[config.mk]
export PLATFORM = sky130hd
export DESIGN_NAME = lane_evt_counter_bank
export DESIGN_NICKNAME = d
export VERILOG_FILES = /design/src/rtl/lec_pkg.sv /design/src/rtl/lec_sel_decode.sv /design/src/rtl/lec_counter_cell.sv /design/src/rtl/lec_readback.sv /design/src/rtl/lane_evt_counter_bank.sv
export SDC_FILE = /design/constraint.sdc
export NUM_CORES = 2
export LEC_CHECK = 0
export CORE_MARGIN = 5
export CORE_UTILIZATION = 40
export CTS_BUF_LIST = sky130_fd_sc_hd__clkbuf_8
export DETAILED_ROUTE_END_ITERATION = 6
export DONT_BUFFER_PORTS = 1
export GPL_TIMING_DRIVEN = 1
export PLACE_DENSITY = 0.58
export SKIP_CTS_REPAIR_TIMING = 1
export SYNTH_ARGS = -nofsm -noshare
export SYNTH_HDL_FRONTEND = slang
export SYNTH_SLANG_ARGS = --single-unit
[constraint.sdc]
create_clock -name clk -period 3.4 [get_ports clk]
set_clock_uncertainty 0.2 [all_clocks]
set_input_delay 0.51 -clock clk [delete_from_list [all_inputs] [get_ports clk]]
set_output_delay 0.51 -clock clk [all_outputs]
set_load 0.05 [all_outputs]
[src/rtl/lec_pkg.sv]
package lec_pkg;
  localparam int WORD_W   = 32;
  localparam int OFF_CTRL = 8;
  localparam int OFF_DATA = 12;

  localparam int GRP_LO   = 24;
  localparam int EVN_LO   = 16;
  localparam int LANE_LO  = 8;
  localparam int STAT_BIT = 7;
  localparam int EN_LO    = 2;
  localparam int CLR_LO   = 0;

  localparam logic [3:0] GRP_BASE      = 4'd6;
  localparam logic [3:0] GRP_TOP       = 4'd7;
  localparam logic [2:0] EN_CODE_STOP  = 3'd1;
  localparam logic [2:0] EN_CODE_START = 3'd3;
  localparam logic [1:0] CLR_CODE_ZERO = 2'd1;

  typedef struct packed {
    logic [3:0] grp;
    logic [7:0] evn;
    logic [3:0] lane;
  } sel_t;
endpackage

[src/rtl/lec_sel_decode.sv]
module lec_sel_decode
  import lec_pkg::*;
#(
  parameter int NUM_LANES  = 4,
  parameter int NUM_EVENTS = 4,
  parameter int IDX_W      = 5
) (
  input  logic              clk,
  input  logic              rst_n,
  input  logic              wr_ctrl,
  input  logic [WORD_W-1:0] wdata,
  output logic [IDX_W-1:0]  cmd_idx,
  output logic              cmd_start,
  output logic              cmd_stop,
  output logic              cmd_clear,
  output sel_t              sel_q,
  output logic              sel_valid_q,
  output logic [IDX_W-1:0]  sel_idx_q
);
  sel_t       nxt_sel;
  logic       nxt_valid;
  logic [2:0] en_code;
  logic [1:0] clr_code;

  function automatic logic in_range(sel_t s);
    return ((s.grp == GRP_BASE) || (s.grp == GRP_TOP)) &&
           (int'(s.evn) < NUM_EVENTS) && (int'(s.lane) < NUM_LANES);
  endfunction

  function automatic logic [IDX_W-1:0] flat_index(sel_t s);
    int v;
    v = ((int'(s.grp) - int'(GRP_BASE)) * NUM_EVENTS + int'(s.evn)) * NUM_LANES
        + int'(s.lane);
    return IDX_W'(v);
  endfunction

  assign nxt_sel.grp  = wdata[GRP_LO +: 4];
  assign nxt_sel.evn  = wdata[EVN_LO +: 8];
  assign nxt_sel.lane = wdata[LANE_LO +: 4];
  assign en_code      = wdata[EN_LO +: 3];
  assign clr_code     = wdata[CLR_LO +: 2];
  assign nxt_valid    = in_range(nxt_sel);

  assign cmd_idx   = nxt_valid ? flat_index(nxt_sel) : '0;
  assign cmd_start = wr_ctrl && nxt_valid && (en_code == EN_CODE_START);
  assign cmd_stop  = wr_ctrl && nxt_valid && (en_code == EN_CODE_STOP);
  assign cmd_clear = wr_ctrl && nxt_valid && (clr_code == CLR_CODE_ZERO);

  logic unused_wbits;
  assign unused_wbits = ^{wdata[31:28], wdata[15:12], wdata[7:5]};

  always_ff @(posedge clk or negedge rst_n) begin
    if (!rst_n) begin
      sel_q       <= '0;
      sel_valid_q <= 1'b0;
      sel_idx_q   <= '0;
    end else if (wr_ctrl) begin
      sel_q       <= nxt_sel;
      sel_valid_q <= nxt_valid;
      sel_idx_q   <= cmd_idx;
    end
  end

  // selection moves only on a control write
  assert_sel_hold_R2: assert property (@(posedge clk) disable iff (!rst_n)
    !wr_ctrl |=> $stable(sel_q) && $stable(sel_idx_q));

  // commands never issue for an out-of-range selection
  assert_invalid_no_cmd_R10: assert property (@(posedge clk) disable iff (!rst_n)
    (wr_ctrl && !in_range(nxt_sel)) |-> !(cmd_start || cmd_stop || cmd_clear));
endmodule

[src/rtl/lec_counter_cell.sv]
module lec_counter_cell #(
  parameter int CNT_W = 32
) (
  input  logic             clk,
  input  logic             rst_n,
  input  logic             strobe,
  input  logic             do_start,
  input  logic             do_stop,
  input  logic             do_clear,
  output logic             run_q,
  output logic [CNT_W-1:0] cnt_q
);
  always_ff @(posedge clk or negedge rst_n) begin
    if (!rst_n) begin
      run_q <= 1'b0;
      cnt_q <= '0;
    end else begin
      if (do_start)     run_q <= 1'b1;
      else if (do_stop) run_q <= 1'b0;
      if (do_clear)                cnt_q <= '0;
      else if (run_q && strobe)    cnt_q <= cnt_q + 1'b1;
    end
  end

  // clear has priority over a simultaneous strobe
  assert_clear_wins_R9: assert property (@(posedge clk) disable iff (!rst_n)
    do_clear |=> cnt_q == '0);

  // a stopped counter holds its value
  assert_hold_stopped_R3: assert property (@(posedge clk) disable iff (!rst_n)
    (!run_q && !do_clear) |=> cnt_q == $past(cnt_q));

  // a running counter steps by one on a strobe
  assert_step_R4: assert property (@(posedge clk) disable iff (!rst_n)
    (run_q && strobe && !do_clear) |=> cnt_q == $past(cnt_q) + 1'b1);

  // without a clear the count only holds or steps by one (modular)
  assert_no_jump_R8: assert property (@(posedge clk) disable iff (!rst_n)
    !do_clear |=> (cnt_q == $past(cnt_q)) || (cnt_q == $past(cnt_q) + 1'b1));
endmodule

[src/rtl/lec_readback.sv]
module lec_readback
  import lec_pkg::*;
#(
  parameter int NCNT  = 32,
  parameter int CNT_W = 32,
  parameter int IDX_W = 5
) (
  input  logic                  rd_ctrl,
  input  logic                  rd_data,
  input  sel_t                  sel,
  input  logic                  sel_valid,
  input  logic [IDX_W-1:0]      sel_idx,
  input  logic [NCNT*CNT_W-1:0] cnt_flat,
  input  logic [NCNT-1:0]       run_vec,
  output logic [WORD_W-1:0]     rdata
);
  logic [CNT_W-1:0] sel_cnt;
  logic             status;

  assign sel_cnt = cnt_flat[int'(sel_idx)*CNT_W +: CNT_W];
  assign status  = sel_valid && run_vec[sel_idx];

  always_comb begin
    rdata = '0;
    if (rd_ctrl) begin
      rdata[GRP_LO +: 4]  = sel.grp;
      rdata[EVN_LO +: 8]  = sel.evn;
      rdata[LANE_LO +: 4] = sel.lane;
      rdata[STAT_BIT]     = status;
    end else if (rd_data && sel_valid) begin
      rdata = WORD_W'(sel_cnt);
    end
  end
endmodule

[src/rtl/lane_evt_counter_bank.sv]
module lane_evt_counter_bank
  import lec_pkg::*;
#(
  parameter int NUM_LANES  = 4,
  parameter int NUM_EVENTS = 4,
  parameter int CNT_W      = 32,
  parameter int ADDR_W     = 8
) (
  input  logic                              clk,
  input  logic                              rst_n,
  input  logic [2*NUM_EVENTS*NUM_LANES-1:0] evt_strobe,
  input  logic                              reg_wr_en,
  input  logic [ADDR_W-1:0]                 reg_addr,
  input  logic [31:0]                       reg_wdata,
  output logic [31:0]                       reg_rdata
);
  localparam int NCNT  = 2 * NUM_EVENTS * NUM_LANES;
  localparam int IDX_W = (NCNT > 1) ? $clog2(NCNT) : 1;
  localparam logic [ADDR_W-1:0] A_CTRL = ADDR_W'(OFF_CTRL);
  localparam logic [ADDR_W-1:0] A_DATA = ADDR_W'(OFF_DATA);

  logic             wr_ctrl;
  logic [IDX_W-1:0] cmd_idx;
  logic             cmd_start, cmd_stop, cmd_clear;
  sel_t             sel_q;
  logic             sel_valid_q;
  logic [IDX_W-1:0] sel_idx_q;
  logic [NCNT*CNT_W-1:0] cnt_flat;
  logic [NCNT-1:0]       run_vec;

  assign wr_ctrl = reg_wr_en && (reg_addr == A_CTRL);

  lec_sel_decode #(
    .NUM_LANES(NUM_LANES), .NUM_EVENTS(NUM_EVENTS), .IDX_W(IDX_W)
  ) u_dec (
    .clk(clk), .rst_n(rst_n), .wr_ctrl(wr_ctrl), .wdata(reg_wdata),
    .cmd_idx(cmd_idx), .cmd_start(cmd_start), .cmd_stop(cmd_stop),
    .cmd_clear(cmd_clear), .sel_q(sel_q), .sel_valid_q(sel_valid_q),
    .sel_idx_q(sel_idx_q)
  );

  for (genvar i = 0; i < NCNT; i++) begin : g_cell
    logic hit;
    assign hit = (cmd_idx == IDX_W'(i));
    lec_counter_cell #(.CNT_W(CNT_W)) u_cell (
      .clk(clk), .rst_n(rst_n), .strobe(evt_strobe[i]),
      .do_start(hit && cmd_start), .do_stop(hit && cmd_stop),
      .do_clear(hit && cmd_clear),
      .run_q(run_vec[i]), .cnt_q(cnt_flat[i*CNT_W +: CNT_W])
    );
  end

  lec_readback #(.NCNT(NCNT), .CNT_W(CNT_W), .IDX_W(IDX_W)) u_rd (
    .rd_ctrl(reg_addr == A_CTRL), .rd_data(reg_addr == A_DATA),
    .sel(sel_q), .sel_valid(sel_valid_q), .sel_idx(sel_idx_q),
    .cnt_flat(cnt_flat), .run_vec(run_vec), .rdata(reg_rdata)
  );

  // an out-of-range selection reads zero data
  assert_invalid_zero_R10: assert property (@(posedge clk) disable iff (!rst_n)
    (reg_addr == A_DATA && !sel_valid_q) |-> reg_rdata == '0);

  // unmapped offsets read zero
  assert_unmapped_zero_R11: assert property (@(posedge clk) disable iff (!rst_n)
    (reg_addr != A_DATA && reg_addr != A_CTRL) |-> reg_rdata == '0);
endmodule

Word-level counts from Yosys, hierarchy flattened
Index checks and enable logic that the tools add are counted.
Widths: inputs -> output; s select.
{ "word_totals": {"word_cells": 486, "in_bits": 75, "out_inout_bits": 32, "register_bits": 1078} }
{ "op_classes": {"reduce_logical": 203, "shift": 1, "order_cmp": 3, "n_eq_ne": 38, "add_sub_neg": 35, "muxes": 137} }
{ "ops": {"columns": ["cell", "n"], "rows": [
  ["$mux 32", 65],
  ["$add 32x1->32 const B", 32],
  ["$shiftx 1024x11->32", 1],
  ["$logic_and 1x1->1", 137],
  ["$reduce_bool 2->1", 64],
  ["$eq 5x5->1 const B", 16],
  ["$mux 1", 65],
  ["$eq 5x4->1 const B", 8],
  ["$eq 5x3->1 const B", 4],
  ["$eq 8x4->1 const B", 2],
  ["$mux 12", 1],
  ["$eq 5x2->1 const B", 2],
  ["$mux 5", 2],
  ["$eq 4x3->1 const B", 2],
  ["$lt 8x3->1 const B", 1],
  ["$mux 4", 2],
  ["$mux 7", 1],
  ["$lt 5x6->1 const B", 1],
  ["$add 5x5->5", 1],
  ["$bmux 1 s5", 1],
  ["$eq 5x1->1 const B", 1],
  ["$logic_not 5->1", 1],
  ["$lt 4x3->1 const B", 1],
  ["$add 3x3->3", 1],
  ["other kinds (5)", 5]
]} }

Logic depth before layout (Yosys ltp)
{ "logic_depth": {"depth_word": 9, "depth_mapped": 10, "depth_no_buf": 8} }

Hierarchy
A second synthesis with hierarchy kept.
{ "unflattened": {"cells_unflattened": 6874, "area_unflattened_um2": 67173.2} }
{ "modules_own_cells": {"columns": ["mod", "seq_area_each_um2", "n_inst", "cells_per_inst", "area_each_um2"], "rows": [
  ["lec_counter_cell", 825.8, 32, 190, 1773.0],
  ["lec_readback", 0.0, 1, 564, 8475.6],
  ["lec_sel_decode", 550.5, 1, 84, 1018.5],
  ["lane_evt_counter_bank", 0.0, 1, 146, 944.7]
]} }

Worst setup path after synthesis
Ideal clock, no wire load.
{ "synth_timing": {"kind": "register -> output", "start": "register u_dec.sel_idx_q[1]", "end": "output port reg_rdata[7]", "path_buffers": 5, "setup_slack_ns": -0.019, "t_arrival_ns": 2.709, "path_stages_with_launch": 9, "t_required_ns": 2.690, "cell_sequence": "dfrtp_1 -> clkbuf_1 -> buf_1 -> buf_2 -> buf_2 -> buf_1 -> nand3b_1 -> o2111ai_1 -> o22ai_1"} }
{ "synth_via": {"elab_chain_len": 4, "elab_cells_between_ends": 6, "classes_between": "shift: 1; mux: 4; reduce/logical: 1"} }
{ "synth_lines": {"columns": ["item", "line_no", "rtl"], "rows": [
  ["start, declared", "lec_sel_decode.sv:18", "output logic [IDX_W-1:0] sel_idx_q"],
  ["start signal, assigned", "lec_sel_decode.sv:60", "sel_idx_q <= cmd_idx;"],
  ["branches (longest 3 deep; another with $shiftx 1024x11->32)", null, null],
  ["$mux 5 *", "lec_readback.sv:25", "if (rd_ctrl) begin"],
  ["end, declared", "lane_evt_counter_bank.sv:15", "output logic [31:0] reg_rdata"]
]} }
Every way passes the cells marked *. The select of a mux whose other input is x is not followed.

Worst setup path in the final report
{ "layout_timing": {"start": "register u_dec.sel_idx_q[0]", "end": "output port reg_rdata[29]"} }
{ "layout_via": {"elab_chain_len": 3} }
{ "layout_lines": {"columns": ["item", "line_no", "rtl"], "rows": [
  ["$shiftx 1024x11->32", "lec_readback.sv:20", "assign sel_cnt = cnt_flat[int'(sel_idx)*CNT_W +: CNT_W];"],
  ["$mux 32", "lec_readback.sv:30", "end else if (rd_data && sel_valid) begin"],
  ["$mux 4", "lec_readback.sv:25", null]
]} }
No other way between the ends.

==> results.sh <==
export IMPL_grt_antenna_before_repair=35
export IMPL_grt_pass1_vias=47600
export IMPL_clkLatencyLatePin_ns=0.96
export IMPL_r2r_end="g_cell[24].u_cell.cnt_q[27]"
export IMPL_fin_util_pct=46.9
export IMPL_fin_crit_ns=4.30
export IMPL_final_nets=6691
export IMPL_synth_seq_area_share_pct=43.7
export IMPL_num_rows=144
export IMPL_required_ns=2.69
export IMPL_grt_usage_pct=25.8
export IMPL_holdPathStages=5
export IMPL_grt_max_degree=272
export IMPL_die_width_um=403
export IMPL_rrSetupSlack_ns=0.48
export IMPL_io_buffers=0
export IMPL_die_area_um2=162000
export IMPL_place_area_um2=66000
export IMPL_netlist_instances=6275
export IMPL_path_clk_slew_ns=0.06
export IMPL_async_reset_ff_share_pct=100
export IMPL_stdcell_area_um2=72100
export IMPL_clkPwrFrac_pct=48.3
export IMPL_dp_cells=8303
export IMPL_synth_fp_nets=6384
export IMPL_reg2reg_from="g_cell[24].u_cell.cnt_q[15]"
export IMPL_cp_slowest_cell="mux4_2"
export IMPL_ctsLongestPathBuffers=3
export IMPL_htree_levels=4
export IMPL_relSlewSlack_pct=22.0
export IMPL_p_int_mw=19.6
export IMPL_fmax_mhz=233
export IMPL_p_leak_nw=30.0
export IMPL_holdWs_ns=0.00179
export IMPL_wl_per_cell_um=24.5
export IMPL_tightest_slew_ns=1.17
export IMPL_min_from="evt_strobe[14]"
export IMPL_hold_class="in -> reg"
export IMPL_p_seq_share_pct=49.8
export IMPL_avgViaCountPerCell=5.88
export IMPL_critPathMaxStageDelay_ns=0.56
export IMPL_netlist_cell_type_count=56
export IMPL_synth_flop_cell="dfrtp_1"
export IMPL_layout_setup_ws_ns=-0.895
export IMPL_fin_crit_sh_pct=126
export IMPL_maxCapViolations=0
export IMPL_drc=0
export IMPL_dieHeight_um=403
export IMPL_path_buf_inv=5
export IMPL_synth_edf_count=0
export IMPL_status="complete, but fails checks"
export IMPL_core_um2=154000
export IMPL_path_cells="buf_12, buf_16, buf_12, buf_12, mux4_2, mux4_2, mux2i_4, buf_4, nor2_2"
export IMPL_ys_ff_latch=1078
export IMPL_cts_num_sinks=1078
export IMPL_hold_path_endpoint="g_cell[14].u_cell.cnt_q[27]"
export IMPL_vias=51700
export IMPL_first_pass_iters=6
export IMPL_clockRootBuffer="clkbuf_8"
export IMPL_critical_path_top_delay_family="multiplexers"
export IMPL_ir_worst_vdd_uv=433
export IMPL_final_setup_viol_count=127
export IMPL_yosysWarnings=0
export IMPL_critical_path_class="reg -> out"
export IMPL_ios=107
export IMPL_area_growth_pct=16.7
export IMPL_cts_buffers=191
export IMPL_grt_overflow=0
export IMPL_startpoint_type="flip-flop"
export IMPL_grt_pass1_wl_um=317000
export IMPL_swShare_pct=24.1
export IMPL_rsz0062_at_grt="true"
export IMPL_drt_iter0_drc=5786
export IMPL_hold_viol=0
export IMPL_routed_wl_um=216000
export IMPL_p_comb_share_pct=1.9
export IMPL_total_power_mw=25.8
export IMPL_path_max_fanout=8
export IMPL_p_per_area_nw_per_um2=358
export IMPL_tns_ns=-31.72
export IMPL_start_util_pct=40.2
export IMPL_cts_tree="done"
export IMPL_failed_checks="negative setup slack"
export IMPL_ant_nets=0
export IMPL_dpl_hpwl_um=159000
export IMPL_endpoint_kind="output pin"
export IMPL_ff2ff_path_depth=5
export IMPL_syn_area_um2=61700
export IMPL_syn_avg_cell_area_um2=9.84
export IMPL_worstPathArrival_ns=3.59
export IMPL_fin_cells=8806
export IMPL_drive_gt1_share_pct=15.1
export IMPL_slew_violations=0
export IMPL_gp_congestion=0.933
export IMPL_place_ws_ns=-0.120
export IMPL_crit_top_cell="buf_12"
export IMPL_power_switching_mw=6.22
how the worst max path moves through the flow:
stage	to	cells after the start	startpoint
final	reg_rdata[29]	9	u_dec.sel_idx_q[0]
after global routing	reg_rdata[25]	8	u_dec.sel_idx_q[1]
after CTS	reg_rdata[19]	7	u_dec.sel_idx_q[1]
after detailed placement	reg_rdata[19]	8	reg_addr[1]
after global placement	reg_rdata[19]	8	reg_addr[1]
after floorplan	reg_rdata[12]	7	u_dec.sel_idx_q[2]
routing by layer:
| metal | track usage, % | routed length, µm |
|---|---|---|
| met5 | 0 | 14 |
| met4 | 9.94 | 8010 |
| met3 | 6.59 | 21500 |
| met2 | 37.4 | 94600 |
| met1 | 37.2 | 92000 |
cell usage in the layout, fill, tap and decap left out, types with 12 or more instances in the layout:
cell           instances
and4_1               116
and2_1                63
xnor2_1              463
and3_1               146
or4_1                 36
a22oi_1               15
mux2i_4               15
buf_12                47
clkbuf_8             238
nand4_1              301
nor2b_1               16
buf_4                224
nor3_1               204
or3_1                 85
nor4_1               165
buf_16                21
diode_2               25
nor2_2                25
ha_1                  33
a21oi_1              137
o21ai_0              140
nor2_1              1045
o211ai_1              20
xor2_1               400
clkinv_2              27
nand2_1              472
buf_6                 33
or2_2                 12
mux2i_1               85
mux4_2               293
dlygate4sd3_1         75
nand3_1              389
inv_1                167
dfrtp_1             1073
Yosys cell counts (4+ instances only):
library cell	n	area, µm²
inv_1	100	375
a21oi_1	137	686
o22ai_1	9	56.3
o211ai_1	20	150
nor2b_1	17	106
mux4_2	293	6600
dfrtp_1	1078	27000
xnor2_1	463	4060
nor4b_1	8	70.1
nand2_1	478	1790
o221ai_1	5	43.8
or4_1	36	270
or3_1	85	532
ha_1	33	413
and3_1	146	913
buf_1	41	154
nand3_1	389	1950
or2_2	12	75.1
xor2_1	400	3500
nor2_1	1075	4040
nand4_1	301	1880
a31oi_1	8	50.1
nand4b_1	8	70.1
and4_1	116	1020
a22oi_1	22	165
clkbuf_1	228	856
mux2i_1	110	1100
nor3b_1	8	60.1
nor3_1	204	1020
nand3b_1	4	30.0
o21ai_0	146	731
and2_1	63	394
buf_2	25	125
o31ai_1	10	75.1
nor4_1	167	1040
power by group through the flow:
stage / clock network (mW) / logic [mW] / registers, mW
after floorplan: 0 / 0.0476 / 13.1
after global placement: 0 / 0.337 / 13.1
after detailed placement: 0 / 0.339 / 13.1
after CTS: 12.7 / 0.339 / 12.8
after global routing: 13.3 / 0.551 / 12.8
final: 12.5 / 0.483 / 12.8
flip-flops by register name (all words and copies together), names as in the netlist:
register / count
u_dec.sel_q: 16
u_dec.sel_idx_q: 5
g_cell.u_cell.run_q: 32
g_cell.u_cell.cnt_q: 1024
u_dec.sel_valid_q: 1
cell families after synthesis:
logic type      share of synthesized area [%]
compound gates                           3.36
xor+xnor                                 12.3
fa+ha+maj                               0.701
buf+inv                                  2.45
flops                                    43.7
mux                                      12.6
simple gates                             24.9
worst min-delay path: stages:
cell     delay [ns]
nand4_1        0.07
or4_1          0.27
nor4_1         0.10
xnor2_1        0.13
nor2_1         0.04
final cells by class:
| class | count | area (µm²) |
|---|---|---|
| multi-input combinational | 4803 | 33700 |
| inverter | 100 | 375 |
| tap | 2044 | 2560 |
| antenna | 25 | 62.6 |
| sequential | 1078 | 27000 |
| clock buffer | 238 | 3280 |
| timing repair buffer | 408 | 4490 |
| fill | 14300 | 81600 |
| clock inverter | 110 | 608 |
No activity file was read; power rests on OpenSTA's default activity.
